## config.mk

```make
export PLATFORM = sky130hd
export DESIGN_NAME = far_pc_unit
export DESIGN_NICKNAME = d
export VERILOG_FILES = /design/src/rtl/far_pc_pkg.sv /design/src/rtl/far_ret_stack.sv /design/src/rtl/far_next_sel.sv /design/src/rtl/far_pc_unit.sv
export SDC_FILE = /design/constraint.sdc
export NUM_CORES = 1
export LEC_CHECK = 0
export BUFFER_PORTS_ARGS = -buffer_cell sky130_fd_sc_hd__buf_2
export CAP_MARGIN = 10
export CORE_UTILIZATION = 51
export CTS_CLUSTER_SIZE = 12
export DETAILED_ROUTE_END_ITERATION = 8
export GPL_TIMING_DRIVEN = 0
export PLACE_DENSITY_LB_ADDON = 0.2
export SLEW_MARGIN = 15
export SYNTH_ARGS = -nofsm -noshare
export SYNTH_HDL_FRONTEND = slang
export SYNTH_HIERARCHICAL = 1
export SYNTH_SLANG_ARGS = --single-unit
```

## constraint.sdc

```tcl
create_clock -name clk -period 4 [get_ports clk]
set_clock_uncertainty 0.05 [all_clocks]
set_input_delay 0.4 -clock clk [delete_from_list [all_inputs] [get_ports clk]]
set_output_delay 0.4 -clock clk [all_outputs]
set_load 0.1 [all_outputs]
```

## src/rtl/far_pc_pkg.sv

```systemverilog
package far_pc_pkg;
    localparam int PAGE_W   = 7;
    localparam int PC_W     = 16;
    localparam int ADDR_W   = PAGE_W + PC_W;
    localparam int DATA_W   = 16;
    localparam logic [DATA_W-1:0] PAGE_REG_ADDR = 16'h001E;
    localparam logic [PC_W-1:0]   RESET_PC      = 16'hFF80;

    typedef enum logic [2:0] {
        OP_NEAR  = 3'd0,
        OP_FB    = 3'd1,
        OP_FBACC = 3'd2,
        OP_FCALL = 3'd3,
        OP_FCALA = 3'd4,
        OP_FRET  = 3'd5,
        OP_FRETE = 3'd6
    } flow_op_e;

    typedef struct packed {
        logic [PAGE_W-1:0] page;
        logic [PC_W-1:0]   pc;
    } prog_addr_t;

    function automatic logic op_is_call(input logic [2:0] op);
        return (op == OP_FCALL) || (op == OP_FCALA);
    endfunction

    function automatic logic op_is_ret(input logic [2:0] op);
        return (op == OP_FRET) || (op == OP_FRETE);
    endfunction
endpackage

```

## src/rtl/far_ret_stack.sv

```systemverilog
module far_ret_stack #(
    parameter int DEPTH = 8,
    parameter int W     = 23
) (
    input  logic         clk,
    input  logic         rst,
    input  logic         push,
    input  logic         pop,
    input  logic [W-1:0] din,
    output logic [W-1:0] dout,
    output logic         full,
    output logic         empty
);
    localparam int IDX_W = (DEPTH > 1) ? $clog2(DEPTH) : 1;
    localparam int SP_W  = $clog2(DEPTH + 1);

    logic [W-1:0]    mem [DEPTH];
    logic [SP_W-1:0] sp;
    logic [SP_W-1:0] sp_dec;

    assign full   = (sp == SP_W'(DEPTH));
    assign empty  = (sp == '0);
    assign sp_dec = sp - 1'b1;
    assign dout   = mem[IDX_W'(sp_dec)];

    always_ff @(posedge clk) begin
        if (rst) begin
            sp <= '0;
        end else if (push && !full) begin
            sp <= sp + 1'b1;
        end else if (pop && !empty) begin
            sp <= sp_dec;
        end
    end

    always_ff @(posedge clk) begin
        if (!rst && push && !full) begin
            mem[IDX_W'(sp)] <= din;
        end
    end
endmodule

```

## src/rtl/far_next_sel.sv

```systemverilog
module far_next_sel
    import far_pc_pkg::*;
(
    input  logic [2:0]        op,
    input  prog_addr_t        cur,
    input  logic [ADDR_W-1:0] target,
    input  logic [ADDR_W-1:0] acc_tgt,
    input  logic [PC_W-1:0]   near_pc,
    input  logic              wr_hit,
    input  logic [PAGE_W-1:0] wr_page,
    input  logic [ADDR_W-1:0] pop_data,
    input  logic              stk_empty,
    output prog_addr_t        nxt,
    output logic              push,
    output logic              pop
);
    always_comb begin
        nxt  = cur;
        push = op_is_call(op);
        pop  = op_is_ret(op);
        case (op)
            OP_FB, OP_FCALL:    nxt = prog_addr_t'(target);
            OP_FBACC, OP_FCALA: nxt = prog_addr_t'(acc_tgt);
            OP_FRET, OP_FRETE: begin
                if (!stk_empty) nxt = prog_addr_t'(pop_data);
            end
            default: begin
                nxt.pc = near_pc;
                if (wr_hit) nxt.page = wr_page;
            end
        endcase
    end
endmodule

```

## src/rtl/far_pc_unit.sv

```systemverilog
module far_pc_unit
    import far_pc_pkg::*;
#(
    parameter int STACK_DEPTH = 8,
    parameter int LEN_W       = 2
) (
    input  logic              clk,
    input  logic              rst,
    input  logic [2:0]        op_i,
    input  logic [22:0]       target_i,
    input  logic [22:0]       acc_tgt_i,
    input  logic [15:0]       near_pc_i,
    input  logic [LEN_W-1:0]  len_i,
    input  logic              dwr_en_i,
    input  logic [15:0]       daddr_i,
    input  logic [15:0]       dwdata_i,
    output logic [15:0]       drd_data_o,
    output logic [22:0]       fetch_addr_o,
    output logic [22:0]       ret_addr_o,
    output logic              ie_en_o,
    output logic              ovf_o,
    output logic              udf_o
);
    prog_addr_t        cur_q, nxt;
    logic              push, pop, full, empty, reg_hit;
    logic [ADDR_W-1:0] pop_data;
    logic              unused_wdata_hi;

    assign reg_hit         = (daddr_i == PAGE_REG_ADDR);
    assign unused_wdata_hi = ^dwdata_i[DATA_W-1:PAGE_W];

    assign fetch_addr_o = cur_q;
    assign ret_addr_o   = {cur_q.page, cur_q.pc + PC_W'(len_i)};
    assign ie_en_o      = (op_i == OP_FRETE);
    assign drd_data_o   = reg_hit ? DATA_W'(cur_q.page) : '0;

    far_next_sel u_sel (
        .op        (op_i),
        .cur       (cur_q),
        .target    (target_i),
        .acc_tgt   (acc_tgt_i),
        .near_pc   (near_pc_i),
        .wr_hit    (dwr_en_i && reg_hit),
        .wr_page   (dwdata_i[PAGE_W-1:0]),
        .pop_data  (pop_data),
        .stk_empty (empty),
        .nxt       (nxt),
        .push      (push),
        .pop       (pop)
    );

    far_ret_stack #(.DEPTH(STACK_DEPTH), .W(ADDR_W)) u_stk (
        .clk   (clk),
        .rst   (rst),
        .push  (push),
        .pop   (pop),
        .din   (ret_addr_o),
        .dout  (pop_data),
        .full  (full),
        .empty (empty)
    );

    always_ff @(posedge clk) begin
        if (rst) begin
            cur_q <= '{page: '0, pc: RESET_PC};
            ovf_o <= 1'b0;
            udf_o <= 1'b0;
        end else begin
            cur_q <= nxt;
            ovf_o <= ovf_o | (push & full);
            udf_o <= udf_o | (pop & empty);
        end
    end
endmodule

```

==> metrics, run 1 <==
RSZ-0062 raised after global routing=false; fill cell count=1424; Final WS setup=283 ps; max_cap viols=0; vias in the first global route=6394; Yosys warnings=6; Slew @ Worst Pin=961 ps; I/O pin count=167; Post-layout nets=948; static leakage=4.59 nW; total core area=19000 sq um; Clock Power Share=29.1%; Multi-input gate area=3610 sq um; Avg Inst Size Synth=15.5 sq um; site row count=50; Slew headroom=35.9%; CTS Root Cell=clkbuf_16; TritonCTS clock tree=done; area delta synth->final=21.2%; Initial Util=52.8%; initial antenna violation count=0; Mapped Area=10000 sq um; max-slew violation count=0; post-synthesis cell type count=61; IO Port Bufs=148; clock-pin slew on the worst setup and hold paths=60 ps; Vias=6550; postcts setup bufs=0; Starting DRT DRC Count=532; Gate power share=30.7%; Post-CTS Hold Buffers=0; TritonCTS Buffers=23; largest net degree at the start of global routing=18; register area=6110 sq um; internal power=4.36 mW; via/cell ratio=5.86; later-pin clock latency in the skew report=500 ps; antenna-violating nets left=0; Num Clock Sinks=213; # setup viols final=0; max frequency=0.269 GHz; crit end category=output port; Min Clock Period, post-route=3720 ps; final wirelength=26.1 mm; Final Core Density=64.0%; Setup CP Type=reg2out; Net Sw Frac=32.7%; global placement routability congestion=0.857; Die H=142 um; diode count=0; Post-synth EDFFs=184; Reg power frac=40.2%; gr usage total=26.4%; layout cell share with drive strength beyond 1=40.7%; crit-path max FO=9; # H-tree levels=1; CP Launch Type=register; Pre-antenna DRT Iters=5; Primary FF master, synth=edfxtp_1; Psw=2.12 mW; worst vdd ir=421 uV; pwr dens=533 nW/um^2; Gate Count Post-Synth=648; die area=20200 sq um; Tcrit/Tclk final=92.9%; first-pass GRT wire length=38.8 mm; Max Root-Sink Buffers=3; DP Wirelength=18.3 mm; DP Worst Slack=195 ps; Req. time, crit path=3550 ps; worst hold path type=in2reg; register area share after synthesis=60.8%; critical path arrival=3270 ps; Die X=142 um; Synth Register Bits=213; Async S/R FF share, synth=0%; GRT overflow=0; status=finished, final reports clean; Pwr Total=6.48 mW; Post-route DRC=0; Avg WL per Cell=23.4 um; endpoints failing hold=0
synthesized netlist by cell type, drive strengths merged, types with 3 or more instances:
library cell,n,area share (%)
mux4,46,10
a21oi,33,1.7
edfxtp,184,55
xnor2,10,0.87
nor3,9,0.50
nand2b,4,0.25
nor2,32,1.2
buf,46,3.7
xor2,7,0.61
a22o,9,0.79
o21ai,7,0.35
clkbuf,9,0.34
mux2i,49,4.9
or2,9,0.56
o22a,8,0.70
nor2b,21,1.3
and2,9,0.59
maj3,10,1.0
mux2,23,2.9
nand2,19,0.74
o221ai,8,0.70
inv,21,0.79
o221a,5,0.56
nand4,3,0.19
nor4,3,0.46
or4,4,0.34
ha,4,0.50
nand3,8,0.40
dfxtp,29,5.8
per-stage QoR:
step	TNS [ps]	cells	hold WS, ps	area (sq um)
5_1_grt	0	1117	170	12200
6_report	0	1117	166	12200
2_1_floorplan	0	656	419	10100
3_3_place_gp	-179780	1064	468	11200
3_5_place_dp	0	1076	471	11500
4_1_cts	0	1117	152	12200
cells by family (layout without fill, tap and decap cells):
group,count (synthesis),count (layout),synth area share [%]
muxes,118,118,18.1
DFF,213,213,60.8
and+or+nand+nor,127,127,7.23
adders and majority gates,15,15,1.72
xor gates and xnor gates,17,17,1.48
buffers and inverters,76,277,4.86
other,1,9,0.0374
AOI/OAI and AO/OA,81,81,5.76
layout make-up:
type	count	area share, %
Sequential cell	213	50.2
Multi-Input combinational cell	367	29.7
Timing Repair Buffer	160	8.00
Clock buffer	34	5.15
Buffer	55	3.36
Tap cell	260	2.67
Inverter	21	0.648
Clock inverter	7	0.257
critical path, cell delays in order, from the launching register on:
cell and delay (ps):
dfxtp_1 370, ha_1 240, inv_1 70, fa_1 520, nor4_4 480, nand3_1 210
xnor2_2 360, buf_2 500
sequential cells by signal, indices dropped and copies added, names as in the netlist:
register      flops
fetch_addr_o     23
ovf_o             1
u_stk/mem       184
u_stk/sp          4
udf_o             1
repair_timing:
| action | 4_1_cts | 5_1_grt |
|---|---|---|
| resized for setup | 0 | 1 |
| hold endpoints to repair | 0 | 0 |
| endpoints found under the setup margin | 0 | 2 |
power groups by stage:
| stage | combinational (mW) | sequential (mW) | clock (mW) |
|---|---|---|---|
| global placement | 1.93 | 2.65 | 0 |
| detailed placement | 1.97 | 2.65 | 0 |
| global route | 2.08 | 2.62 | 1.99 |
| finish | 1.99 | 2.61 | 1.89 |
| CTS | 1.98 | 2.61 | 1.92 |
| floorplan | 1.32 | 2.84 | 0 |
placed cells by master (no fill, tap or decap), types with 9 or more instances in the layout:
cell type,n
a21oi_1,31
a22o_1,9
buf_2,158
buf_4,22
buf_6,13
clkbuf_1,19
clkbuf_16,23
conb_1,9
dfxtp_1,29
edfxtp_1,184
inv_1,19
mux2_2,15
mux2i_1,49
mux4_2,46
nand2_1,18
nor2_1,25
nor2b_1,21
or2_2,9
layer usage:
metal  part of all wire, %  global-route usage, %
met5                     0                      0
met2                    47                   42.0
met4                   2.7                   7.70
met3                   8.8                   4.10
met1                    41                   37.9
worst paths after layout:
check | startpoint | to | slack [ps] | cells after the start
setup / recovery | fetch_addr_o[0] | ret_addr_o[12] | 280 | 7
hold / removal | near_pc_i[12] | fetch_addr_o[12] | 170 | 3
setup reg to reg | u_stk/sp[0] | fetch_addr_o[15] | 640 | 11
hold reg to reg | ovf_o | ovf_o | 470 | 2
(Power assumes the default switching activity.)
==> run 2: changes to the inputs <==
--- a/config.mk
+++ b/config.mk
@@ -12,6 +12,8 @@
 export DETAILED_ROUTE_END_ITERATION = 8
 export GPL_TIMING_DRIVEN = 0
 export PLACE_DENSITY_LB_ADDON = 0.2
+export RECOVER_POWER = 50
+export SKIP_LAST_GASP = 1
 export SLEW_MARGIN = 15
 export SYNTH_ARGS = -nofsm -noshare
 export SYNTH_HDL_FRONTEND = slang
==> run 2 against run 1 <==
  * Clock power barely moved
  * Highest routed layer unchanged
  * Largest power group unchanged
  * Sequential power hardly changed
  * Global-route usage is the same
  * First-iteration DRC count is 1.5% lower
  * Critical endpoint is now ret_addr_o[13]
==> metrics, run 2 (same netlist as run 1, synthesis figures left out) <==
status=finished, final reports clean; postcts setup bufs=0; worst hold path type=in2reg; worst hold slack=164 ps; via/cell ratio=5.79; commonest non-fill, non-tap cell in the layout=edfxtp_1; Post-route DRC=0; DP Wirelength=18.3 mm; Vias=6470; Starting DRT DRC Count=524; first-pass GRT wire length=38.8 mm; Post-layout nets=948; RSZ-0062 raised after global routing=false; Min Clock Period, post-route=3760 ps; crit end category=output port; # H-tree levels=1; CTS Root Cell=clkbuf_16; I/O pin count=167; largest net degree at the start of global routing=18; Die X=142 um; DP Worst Slack=195 ps; Final Core Density=63.3%; global placement routability congestion=0.857; Req. time, crit path=3550 ps; Setup CP Type=reg2out; TritonCTS clock tree=done; max-slew violation count=0; critical path arrival=3310 ps; area delta synth->final=20.0%; Num Clock Sinks=213; Tcrit/Tclk final=94.1%; Pwr Total=6.46 mW; static leakage=4.42 nW; vias in the first global route=6394; CP Launch Type=register; GRT overflow=0; site row count=50; max_cap viols=0; Slew @ Worst Pin=1220 ps; pwr dens=536 nW/um^2; final wirelength=26.1 mm; crit-path max FO=9; max frequency=0.266 GHz; Slew headroom=18.9%; gr usage total=26.4%; Initial Util=52.8%; IO Port Bufs=148; initial antenna violation count=0; antenna-violating nets left=0; die area=20200 sq um; register name with the most flops=u_stk/mem; Die H=142 um; Avg WL per Cell=23.3 um; endpoints failing hold=0; Pre-antenna DRT Iters=8; layout cell share with drive strength beyond 1=34.7%; Max Root-Sink Buffers=3; TritonCTS Buffers=23; later-pin clock latency in the skew report=500 ps; Final WS setup=237 ps; # setup viols final=0; max FFs per register=184; clock-pin slew on the worst setup and hold paths=60 ps; most frequent cells in the layout=edfxtp_1, buf_2, clkbuf_1, mux2i_1, mux4_2; worst vdd ir=422 uV; diode count=0; total core area=19000 sq um
run 2: final cells by class:
type                       count  area (sq um)
timing repair buffer         160           922
sequential                   213          6110
inverter                      21          78.8
fill                        1449          6970
multi-input combinational    367          3550
clock inverter                 7          31.3
clock buffer                  34           627
buffer                        55           402
tap                          260           325
run 2: path summary, 6_finish.rpt:
path / start / to / slack (ps) / depth (start not counted)
max: fetch_addr_o[2] / ret_addr_o[13] / 240 / 5
min: near_pc_i[12] / fetch_addr_o[12] / 160 / 3
max reg2reg: u_stk/sp[0] / fetch_addr_o[15] / 500 / 11
min reg2reg: ovf_o / ovf_o / 480 / 2
run 2: metrics by stage:
step,cell area (sq um),setup TNS (ps),cells
after CTS,12200,0,1117
after global routing,12000,0,1117
after floorplan,10100,0,656
final,12000,0,1117
after detailed placement,11500,0,1076
after global placement,11200,-179780,1064
run 2: where the power goes:
group          internal (mW)  total (mW)  leakage (nW)  switching [mW]
clock                   1.08        1.89         0.323           0.811
sequential              2.52        2.60          1.90          0.0799
combinational          0.737        1.96          2.20            1.22
run 2: layer usage:
layer	share of wire [%]	track usage [%]
met1	41	37.9
met2	47	42.0
met3	9.3	4.10
met4	2.5	7.70
met5	0	0
run 2: repair_timing:
item | CTS | global route
resized for setup | 0 | 1
setup endpoints to repair | 0 | 2
hold buffers | 0 | 0
run 2: worst max-delay path, stage by stage, from the launching register on:
cell     delay [ps]
dfxtp_1         540
nand4_1         240
nor4_1          870
nand3_1         280
xnor2_2         380
buf_2           500
==> run 3: changes to the inputs <==
--- a/config.mk
+++ b/config.mk
@@ -10,7 +10,6 @@
 export CORE_UTILIZATION = 51
 export CTS_CLUSTER_SIZE = 12
 export DETAILED_ROUTE_END_ITERATION = 8
-export GPL_TIMING_DRIVEN = 0
 export PLACE_DENSITY_LB_ADDON = 0.2
 export RECOVER_POWER = 50
 export SKIP_LAST_GASP = 1
@@ -19,3 +18,4 @@
 export SYNTH_HDL_FRONTEND = slang
 export SYNTH_HIERARCHICAL = 1
 export SYNTH_SLANG_ARGS = --single-unit
+export TNS_END_PERCENT = 5
==> run 3 against run 2 <==
  * Critical path depth rose by 2
  * Worst hold slack improved by 2.9 ps
  * Fmax rose by 2.3%
  * Wire length fell by 6.6%
  * Count of clock-buffer cells in the layout rose by 5
  * Clock power rose by 2%
==> metrics, run 3 (same netlist as run 1, synthesis figures left out) <==
status=finished, final reports clean; largest net degree at the start of global routing=43; dpl cells=1035; Req. time, crit path=3550 ps; site row count=50; I/O pin count=167; Die H=142 um; Post-route DRC=0; Net Sw Frac=31.9%; Area after DPL=11000 sq um; via/cell ratio=5.77; Tcrit/Tclk final=92.0%; delay-heaviest family, CP=simple AND/OR/NAND/NOR gates; Finished Cell Area=11600 sq um; Min Clock Period, post-route=3680 ps; # setup viols final=0; Post-layout nets=906; max-slew violation count=0; worst vdd ir=384 uV; layout cell share with drive strength beyond 1=32.8%; TritonCTS clock tree=done; Psw=2.04 mW; max_cap viols=0; vias in the first global route=6344; antenna-violating nets left=0; diode count=0; TritonCTS Buffers=22; Avg WL per Cell=22.7 um; internal power=4.35 mW; Clock Power Share=30.2%; Gate power share=28.8%; max frequency=0.272 GHz; Slew headroom=20.1%; Pre-antenna DRT Iters=5; static leakage=4.20 nW; commonest non-fill, non-tap cell in the layout=edfxtp_1; CTS Root Cell=clkbuf_16; RSZ-0062 raised after global routing=false; later-pin clock latency in the skew report=500 ps; critical-path cell list=ha_1, inv_1, fa_1, nor4_2, nand3_1, xnor2_2, buf_2; DP Wirelength=15.9 mm; Reg power frac=41.0%; Num Clock Sinks=213; DP Worst Slack=732 ps; register name with the most flops=u_stk/mem; endpoints failing hold=0; Die X=142 um; pwr dens=550 nW/um^2; clock-pin slew on the worst setup and hold paths=60 ps; Post-CTS Resized=0; CP bufs+invs=2; Max Root-Sink Buffers=3; Initial Util=52.8%; global placement routability congestion=0.777; area delta synth->final=15.8%; Final WS setup=320 ps; critical path arrival=3230 ps; Slowest-stage cell, CP=nor4_2; max incr delay on CP=510 ps; Vias=6206; gr usage total=24.8%; Post-CTS Hold Buffers=0; Setup CP Type=reg2out; first-pass GRT wire length=36.8 mm; crit end category=output port; Pwr Total=6.39 mW; Post-Layout Cell Count=1075; crit-path max FO=9; max FFs per register=184; Slew @ Worst Pin=1200 ps; # H-tree levels=1; postcts setup bufs=0; final wirelength=24.4 mm; Starting DRT DRC Count=527; worst hold path type=in2reg; most frequent cells in the layout=edfxtp_1, buf_2, clkbuf_1, mux2i_1, mux4_2; initial antenna violation count=0; total core area=19000 sq um; die area=20200 sq um; IO Port Bufs=148; CP Launch Type=register; fill cell count=1501; GRT overflow=0
run 3: changes by cell type in the layout (fill, tap and decap cells not counted), moves of 3 or more:
cell      previous run  this run
buf_16               6         0
buf_2              117       107
buf_6               12         0
clkbuf_1            62        54
clkbuf_8             1         4
clkinv_1             3         0
clkinv_2             4         1
nor2_2               1         5
nor2_4               5         0
run 3: worst register-to-register path: stages (launching register included):
cell,delay (ps)
dfxtp_1,950
inv_1,260
ha_1,370
nand3b_1,160
inv_1,100
or4_1,550
nor2_1,400
buf_4,320
run 3: routing by layer:
metal  vias up  GRT usage, %  wire [um]
li1       2779             -          -
met5         -             0          0
met3        38          3.60       1570
met1      3122          32.8      10100
met2       267          43.5      12300
met4         0          5.49        473
run 3: final cells by class:
| cell class | count | area (sq um) | area share [%] |
|---|---|---|---|
| multi-input combinational | 367 | 3510 | 30.2 |
| clock inverter | 1 | 5.00 | 0.0431 |
| timing repair buffer | 174 | 918 | 7.90 |
| inverter | 21 | 78.8 | 0.678 |
| clock buffer | 39 | 676 | 5.81 |
| tap | 260 | 325 | 2.80 |
| sequential | 213 | 6110 | 52.5 |
run 3: power by group through the flow:
stage	combinational, mW	clock, mW	sequential (mW)
2_1_floorplan	1.31	0	2.84
3_3_place_gp	1.83	0	2.66
3_5_place_dp	1.86	0	2.67
4_1_cts	1.87	1.95	2.62
5_1_grt	1.93	2.03	2.63
6_report	1.84	1.93	2.62
run 3: stage by stage:
stage	TNS [ps]	utilization [%]	hold WS (ps)
floorplan	-19450	-	419
global route	0	61.1	168
finish	0	61.1	167
detailed placement	0	57.9	416
global placement	0	57.9	402
CTS	0	61.5	159
run 3: final timing paths:
check | start | end | slack (ps) | depth (start not counted)
max reg2reg | u_stk/sp[0] | u_stk/mem[4][4] | 540 | 7
min reg2reg | ovf_o | ovf_o | 430 | 2
max | fetch_addr_o[0] | ret_addr_o[12] | 320 | 7
min | near_pc_i[13] | fetch_addr_o[13] | 170 | 3
